<file path="src/rtl/vid_range_pkg.sv">
// Package: shared sample width, bound type and default range limits for the
// video range limiter. Assumes 8-bit component samples.
package vid_range_pkg;
    localparam int SAMPLE_W = 8;

    typedef logic [SAMPLE_W-1:0] sample_t;

    // Lower and upper limit of one active range.
    typedef struct packed {
        sample_t lo;
        sample_t hi;
    } bounds_t;

    localparam sample_t SYNC_LO_CODE = '0;
    localparam sample_t SYNC_HI_CODE = '1;
    localparam sample_t RESET_CODE   = 8'h10;
endpackage

</file>
<file path="src/rtl/vid_range_mode.sv">
// Module: holds the wide-range mode. It loads the requested mode only at a line
// boundary and shows the effective mode to the current sample.
// Assumes line_start is a single-cycle strobe at the first sample of a line.
module vid_range_mode (
    input  logic clk,
    input  logic rst_n,
    input  logic line_start,
    input  logic cfg_wide,
    output logic wide_eff
);
    logic wide_q;

    // Purpose: capture the requested mode at each line boundary.
    always_ff @(posedge clk) begin
        if (!rst_n)
            wide_q <= 1'b0;
        else if (line_start)
            wide_q <= cfg_wide;
    end

    // Purpose: a sample in the line-start cycle already sees the new mode.
    always_comb begin
        wide_eff = line_start ? cfg_wide : wide_q;
    end

    // The held mode moves only on a line boundary.
    assert_mode_steady_R8: assert property (@(posedge clk) disable iff (!rst_n)
        !line_start |=> $stable(wide_q));
endmodule

</file>
<file path="src/rtl/vid_range_bounds.sv">
// Module: selects the active lower and upper limits from the component and the
// mode. Assumes every limit lies strictly between the two sync codes.
module vid_range_bounds
    import vid_range_pkg::*;
#(
    parameter sample_t LUMA_LO   = 8'h10,
    parameter sample_t LUMA_HI   = 8'hEB,
    parameter sample_t CHROMA_LO = 8'h10,
    parameter sample_t CHROMA_HI = 8'hF0,
    parameter sample_t WIDE_LO   = 8'h01,
    parameter sample_t WIDE_HI   = 8'hFE
) (
    input  logic    is_chroma,
    input  logic    wide,
    output bounds_t bounds
);
    localparam bounds_t LUMA_B   = '{lo: LUMA_LO,   hi: LUMA_HI};
    localparam bounds_t CHROMA_B = '{lo: CHROMA_LO, hi: CHROMA_HI};
    localparam bounds_t WIDE_B   = '{lo: WIDE_LO,   hi: WIDE_HI};

    // Purpose: wide mode overrides the per-component limits.
    always_comb begin
        if (wide)
            bounds = WIDE_B;
        else if (is_chroma)
            bounds = CHROMA_B;
        else
            bounds = LUMA_B;
    end
endmodule

</file>
<file path="src/rtl/vid_range_clamp.sv">
// Module: saturates one sample to the given bounds or, in pass-through, only
// remaps the two sync codes. Purely combinational.
// Assumes bounds.lo <= bounds.hi.
module vid_range_clamp
    import vid_range_pkg::*;
(
    input  sample_t din,
    input  logic    pass,
    input  bounds_t bounds,
    output sample_t dout
);
    localparam sample_t SYNC_LO_NEXT = SYNC_LO_CODE + 1'b1;
    localparam sample_t SYNC_HI_NEXT = SYNC_HI_CODE - 1'b1;

    logic below, above;

    // Purpose: compare the sample against both limits.
    always_comb begin
        below = din < bounds.lo;
        above = din > bounds.hi;
    end

    // Purpose: choose the violated limit, the remapped sync code or the input.
    always_comb begin
        if (pass) begin
            if (din == SYNC_LO_CODE)
                dout = SYNC_LO_NEXT;
            else if (din == SYNC_HI_CODE)
                dout = SYNC_HI_NEXT;
            else
                dout = din;
        end else if (below)
            dout = bounds.lo;
        else if (above)
            dout = bounds.hi;
        else
            dout = din;
    end
endmodule

</file>
<file path="src/rtl/vid_range_limiter.sv">
// Module: top of the video range limiter. It latches the mode at a line start,
// selects the limits, saturates the sample and registers it with valid.
// Assumes inputs are synchronous to clk; one cycle of latency.
module vid_range_limiter
    import vid_range_pkg::*;
(
    input  logic       clk,
    input  logic       rst_n,
    input  logic       in_valid,
    input  logic [7:0] in_sample,
    input  logic       in_chroma,
    input  logic       in_vbi_pass,
    input  logic       cfg_wide,
    input  logic       line_start,
    output logic       out_valid,
    output logic [7:0] out_sample
);
    logic    wide_eff;
    bounds_t bounds;
    sample_t clamped;

    vid_range_mode u_mode (
        .clk        (clk),
        .rst_n      (rst_n),
        .line_start (line_start),
        .cfg_wide   (cfg_wide),
        .wide_eff   (wide_eff)
    );

    vid_range_bounds u_bounds (
        .is_chroma (in_chroma),
        .wide      (wide_eff),
        .bounds    (bounds)
    );

    vid_range_clamp u_clamp (
        .din    (in_sample),
        .pass   (in_vbi_pass),
        .bounds (bounds),
        .dout   (clamped)
    );

    // Purpose: register the limited sample and align valid with it.
    always_ff @(posedge clk) begin
        if (!rst_n) begin
            out_valid  <= 1'b0;
            out_sample <= RESET_CODE;
        end else begin
            out_valid <= in_valid;
            if (in_valid)
                out_sample <= clamped;
        end
    end

    assert_luma_range_R1: assert property (@(posedge clk) disable iff (!rst_n)
        (in_valid && !in_vbi_pass && !wide_eff && !in_chroma)
        |=> (out_sample >= 8'h10 && out_sample <= 8'hEB));

    assert_chroma_range_R2: assert property (@(posedge clk) disable iff (!rst_n)
        (in_valid && !in_vbi_pass && !wide_eff && in_chroma)
        |=> (out_sample >= 8'h10 && out_sample <= 8'hF0));

    assert_wide_range_R3: assert property (@(posedge clk) disable iff (!rst_n)
        (in_valid && !in_vbi_pass && wide_eff && in_sample != 8'h00 && in_sample != 8'hFF)
        |=> (out_sample == $past(in_sample)));

    assert_pass_through_R4: assert property (@(posedge clk) disable iff (!rst_n)
        (in_valid && in_vbi_pass && in_sample != 8'h00 && in_sample != 8'hFF)
        |=> (out_sample == $past(in_sample)));

    assert_no_sync_code_R5: assert property (@(posedge clk) disable iff (!rst_n)
        (out_sample != 8'h00 && out_sample != 8'hFF));

    assert_valid_rise_R6: assert property (@(posedge clk) disable iff (!rst_n)
        in_valid |=> out_valid);

    assert_valid_fall_R6: assert property (@(posedge clk) disable iff (!rst_n)
        !in_valid |=> !out_valid);

    assert_hold_idle_R7: assert property (@(posedge clk) disable iff (!rst_n)
        !in_valid |=> $stable(out_sample));
endmodule

</file>
<file path="config.mk">
export PLATFORM = sky130hd
export DESIGN_NAME = vid_range_limiter
export DESIGN_NICKNAME = d
export VERILOG_FILES = /design/src/rtl/vid_range_pkg.sv /design/src/rtl/vid_range_mode.sv /design/src/rtl/vid_range_bounds.sv /design/src/rtl/vid_range_clamp.sv /design/src/rtl/vid_range_limiter.sv
export SDC_FILE = /design/constraint.sdc
export NUM_CORES = 1
export LEC_CHECK = 0
export ABC_AREA = 1
export BUFFER_PORTS_ARGS = -buffer_cell sky130_fd_sc_hd__buf_2
export CAP_MARGIN = 25
export CORE_MARGIN = 2
export CORE_UTILIZATION = 52
export DETAILED_ROUTE_END_ITERATION = 7
export PLACE_DENSITY = 0.81
export REMOVE_ABC_BUFFERS = 1
export SKIP_CTS_REPAIR_TIMING = 1
export SKIP_LAST_GASP = 1
export SLEW_MARGIN = 30
export SYNTH_ARGS = -nofsm -noshare
export SYNTH_HDL_FRONTEND = slang
export SYNTH_SLANG_ARGS = --single-unit
</file>
<file path="constraint.sdc">
create_clock -name clk -period 3.4 [get_ports clk]
set_input_delay 0.68 -clock clk [delete_from_list [all_inputs] [get_ports clk]]
set_output_delay 0.68 -clock clk [all_outputs]
set_load 0.02 [all_outputs]
</file>
After elaboration in Yosys (flattened, before gate mapping)

Index checks and enable logic that the tools add are counted.

Reductions and logical operators: 1
Equality and inequality tests: 1
$lt $le $gt $ge: 2
Multiplexer cells: 8

Operator list:

| kind                 | count |
|---|---|
| $mux W8              | 5 |
| $mux W16             | 1 |
| $eq A8 B8 Y1 const B | 1 |
| $gt A8 B8 Y1         | 1 |
| $logic_not A8 Y1     | 1 |
| $lt A8 B8 Y1         | 1 |
| $mux W5              | 1 |
| $mux W1              | 1 |

Register bits: 10
Output and inout port bits: 9
Word-level logic and storage cells: 15

Logic depth before layout (Yosys ltp)

Depth in word-level cells: 6
Gate-level depth with buffers: 20

Modules after synthesis

Synthesis repeated with hierarchy kept, for this count alone.

Cells, all modules: 218
Area, all modules: 1330.0 µm²

Modules (own cells, without submodules):

| module            | cells an instance | times used | area an instance (µm²) |
|---|---|---|---|
| vid_range_clamp   | 136               | 1          | 788.3 |
| vid_range_limiter | 53                | 1          | 366.6 |
| vid_range_bounds  | 19                | 1          | 116.4 |
| vid_range_mode    | 10                | 1          | 58.8 |

Worst setup path before layout

No wires, ideal clock.

Kind: input to register
Start point: in line_start
End point: reg out_sample[4]
Library setup time: 0.115 ns
Setup slack: 1.135 ns
Data required time: 3.285 ns
Stages: 16
Arrival time: 2.150 ns
Cell sequence: inv_1 nand2_2 and2_1 buf_2 inv_1 nor2_1 ha_1 inv_1 nor2_1 nand4_1 nand2_4 nand2_1 nand3_1 nand2_1 nand2_1 nand2_1

Longest elaborated chain between the ends: 6

Ends and longest elaborated chain:

| item                 | RTL line                | RTL |
|---|---|---|
| from (decl)          | vid_range_limiter.sv:14 | `input logic line_start,` |
| $mux W1 *            | vid_range_mode.sv:23    | `wide_eff = line_start ? cfg_wide : wide_q;` |
| via u_bounds.wide    | vid_range_bounds.sv:14  | `input logic wide,` |
| $mux W16 *           | vid_range_bounds.sv:23  | `if (wide)` |
| $gt A8 B8 Y1         | vid_range_clamp.sv:20   | `above = din > bounds.hi;` |
| $mux W8              | vid_range_clamp.sv:34   | `else if (above)` |
| $mux W8 *            | vid_range_clamp.sv:32   | `end else if (below)` |
| $mux W8 *            | vid_range_clamp.sv:25   | `if (pass) begin` |
| to (signal assigned) | vid_range_limiter.sv:51 | `out_sample <= clamped;` |
| to (decl)            | vid_range_limiter.sv:16 | `output logic [7:0] out_sample` |

Mark *: on every way through the listed nets, which the timed path passes. The rest lies on a longest branch.
A chain may end at the register's enable or synchronous reset.

Worst setup path in the final report

Start point: in line_start
End point: reg out_sample[0]

The elaborated chain is that of the path after synthesis.

==> impl_metrics.sql <==
INSERT INTO impl_metrics (metric_group, metric, value, unit) VALUES
('synth', 'synth_edf_count', '0', ''),
('cells_and_area', 'syn2layout_area_growth', '19.7', '%'),
('power_and_ir_drop', 'power.net_switching', '0.0925', 'mW'),
('synth', 'synthTopCellsByCount', '38 x sky130_fd_sc_hd__nand2_1, 15 x sky130_fd_sc_hd__inv_1, 11 x sky130_fd_sc_hd__a21oi_1', ''),
('clocking', 'clock_tree.root_cell', 'sky130_fd_sc_hd__clkbuf_4', ''),
('timing', 'timing.clock.skew', '0.000622', 'ns'),
('synth', 'ys.flop_type', 'sky130_fd_sc_hd__dfxtp_1', ''),
('cells_and_area', 'diodes', '0', ''),
('timing', 'worst_slew_margin_rel', '82.0', '%'),
('cells_and_area', 'fillers', '131', ''),
('drt', 'ant_nets', '0', ''),
('critical_path', 'endpoint_kind', 'register', ''),
('global_route', 'first_global_vias', '640', ''),
('clocking', 'clk_path_buf_depth', '2', ''),
('synth', 'synthesis.instances', '114', ''),
('synth', 'postSynth.asyncResetShare', '0', '%'),
('power_and_ir_drop', 'power_density', '336', 'mW/mm2'),
('global_route', 'global_route.usage.total', '22.2', '%'),
('synth', 'synthesis.yosys.warnings', '0', ''),
('critical_path', 'worstPathMaxFanout', '6', ''),
('floorplanning', 'placeableCoreArea', '0.00128', 'mm2'),
('drt', 'drt_pre_antenna_iters', '4', ''),
('global_route', 'grt_first_pass_wirelength', '2.50', 'mm'),
('drt', 'detail_route.drc_violations', '0', ''),
('floorplanning', 'fp.dieW', '41', 'um'),
('timing', 'top_achievable_clock_speed', '0.442', 'GHz'),
('placed_design', 'post_place_instance_area', '830', 'um2'),
('synth', 'synth_area', '712', 'um2'),
('global_route', 'maximum_number_of_pins_on_one_net_before_global_route_repair', '11', ''),
('power_and_ir_drop', 'power.share.clock', '28.2', '%'),
('power_and_ir_drop', 'netSwitchingFraction', '32.3', '%'),
('global_route', 'grt_antenna_before_repair', '0', ''),
('power_and_ir_drop', 'combPwrFrac', '27.4', '%'),
('flow_run', 'maxCapViolations', '0', ''),
('clocking', 'clock_latency_on_the_worst_skew_pair', '0.26', 'ns'),
('timing', 'period_share', '66.5', '%'),
('synth', 'synthDistinctLibCells', '24', ''),
('timing', 'finalHoldViolCount', '0', ''),
('placed_design', 'place.detailed.hpwl', '1.31', 'mm'),
('drt', 'average_vias_per_placed_instance', '5.22', ''),
('cells_and_area', 'seqCellArea', '200', 'um2'),
('critical_path', 'cp-start-kind', 'input pin', ''),
('placed_design', 'io_buffer_count', '23', ''),
('power_and_ir_drop', 'ir_worst_vdd', '251', 'uV'),
('timing', 'max_slew.worst_pin.slew', '0.267', 'ns'),
('cells_and_area', 'final_cell_area', '852', 'um2'),
('synth', 'synth-seq-cells', '10', ''),
('drt', 'initialDrtViolationCount', '18', ''),
('placed_design', 'routabilityCongestion', '0.974', ''),
('clocking', 'cts_bufs_inserted', '3', ''),
('timing', 'setup_tns', '0', 'ns'),
('clocking', 'cts_num_sinks', '10', ''),
('drt', 'wirelength_routed', '1.61', 'mm'),
('status', 'result_of_the_run', 'complete, no violations', ''),
('cells_and_area', 'multi_input_area', '432', 'um2'),
('synth', 'synth_largest_type_area_fraction', '28.1', '%'),
('worst_hold_path', 'timing.hold.worst.class', 'register to register', ''),
('timing', 'setup_violations_final', '0', ''),
('clocking', 'cts_tree', 'done', ''),
('drt', 'route.detailed.wl_per_inst', '10.5', 'um'),
('floorplanning', 'floorplan.initialDensity', '55.4', '%'),
('floorplanning', 'pin_count', '24', ''),
('drt', 'via_count', '799', ''),
('synth', 'syn_avg_cell_area', '6.25', 'um2'),
('cells_and_area', 'nNetsFinal', '159', ''),
('critical_path', 'worst-setup-path-type', 'input pin to register', ''),
('timing', 'period_minus_slack', '2.26', 'ns'),
('clocking', 'clk_pin_slew', '0.06', 'ns'),
('clocking', 'h-tree-depth', '1', ''),
('floorplanning', 'design.die.area', '0.00168', 'mm2'),
('power_and_ir_drop', 'internal_power', '0.194', 'mW');
[stage by stage]
stage	total power [mW]	hold slack [ns]	instances	util (%)	setup WS, ns
after floorplan	0.180	0.541	112	-	1.20
after global placement	0.206	0.446	150	64.6	0.952
after detailed placement	0.208	0.453	150	64.6	0.896
after CTS	0.288	0.465	153	66.3	1.17
after global routing	0.304	0.479	153	66.3	0.829
final	0.287	0.461	153	66.3	1.14
[power by group through the flow]
stage          logic (mW)  clock network [mW]  registers, mW
2_1_floorplan      0.0416                   0          0.138
3_3_place_gp       0.0764                   0          0.130
3_5_place_dp       0.0778                   0          0.130
4_1_cts            0.0784              0.0823          0.127
5_1_grt            0.0899              0.0861          0.128
6_report           0.0784              0.0809          0.127
[kinds of logic after synthesis]
| group | Yosys count | share of synthesized area [%] |
|---|---|---|
| flip-flops | 10 | 28.1 |
| adder cells (fa/ha/maj) | 4 | 7.03 |
| AO/OA/AOI/OAI | 17 | 12.8 |
| buffers and inverters | 19 | 11.2 |
| AND/OR/NAND/NOR | 64 | 40.8 |
[registers in the layout, summed over array words and instances, names as in the netlist]
register,flops
out_sample,8
out_valid,1
u_mode.wide_q,1
[area by class of cell]
class	instances	share of cell area (%)
multi-input cells	85	50.7
flip-flops and latches	10	23.5
repair buffers	23	13.5
inverters	17	7.49
clock buffers	3	2.64
well taps	15	2.20
[cell usage in the layout (no fill, tap or decap), drive strengths merged]
cell type   n
nand2      41
buf        23
inv        16
a21oi      11
dfxtp      10
nand3       8
nor2        7
nand4       4
ha          4
o21ai       4
clkbuf      3
and2        1
nor3        1
nand3b      1
clkinv      1
nor4        1
o22ai       1
o211a       1
[metal layers]
metal | track usage [%] | vias to the layer above | wire length (um)
li1 | - | 420 | -
met1 | 24.4 | 353 | 721
met2 | 42.6 | 26 | 776
met3 | 6.52 | 0 | 110
met4 | 1.67 | 0 | 0
met5 | 0 | - | 0
[path summary, 6_finish.rpt]
kind,cells past startpoint,to,start,slack (ns)
max,15,out_sample[0],line_start,1.14
min,2,out_sample[1],out_sample[1],0.46
min reg2reg,2,out_sample[1],out_sample[1],0.46
max reg2reg,13,out_sample[0],u_mode.wide_q,1.38
[critical path: stages]
cell                      delay [ns]
sky130_fd_sc_hd__buf_2          0.10
sky130_fd_sc_hd__inv_1          0.05
sky130_fd_sc_hd__nand2_2        0.06
sky130_fd_sc_hd__and2_1         0.20
sky130_fd_sc_hd__inv_1          0.12
sky130_fd_sc_hd__nor2_1         0.07
sky130_fd_sc_hd__ha_1           0.27
sky130_fd_sc_hd__inv_1          0.04
sky130_fd_sc_hd__nor2_1         0.13
sky130_fd_sc_hd__nand4_1        0.26
sky130_fd_sc_hd__nand2_4        0.18
sky130_fd_sc_hd__nand2_1        0.06
sky130_fd_sc_hd__nand3_1        0.06
sky130_fd_sc_hd__nand2_1        0.05
sky130_fd_sc_hd__a21oi_1        0.12
(Power assumes the default switching activity.)
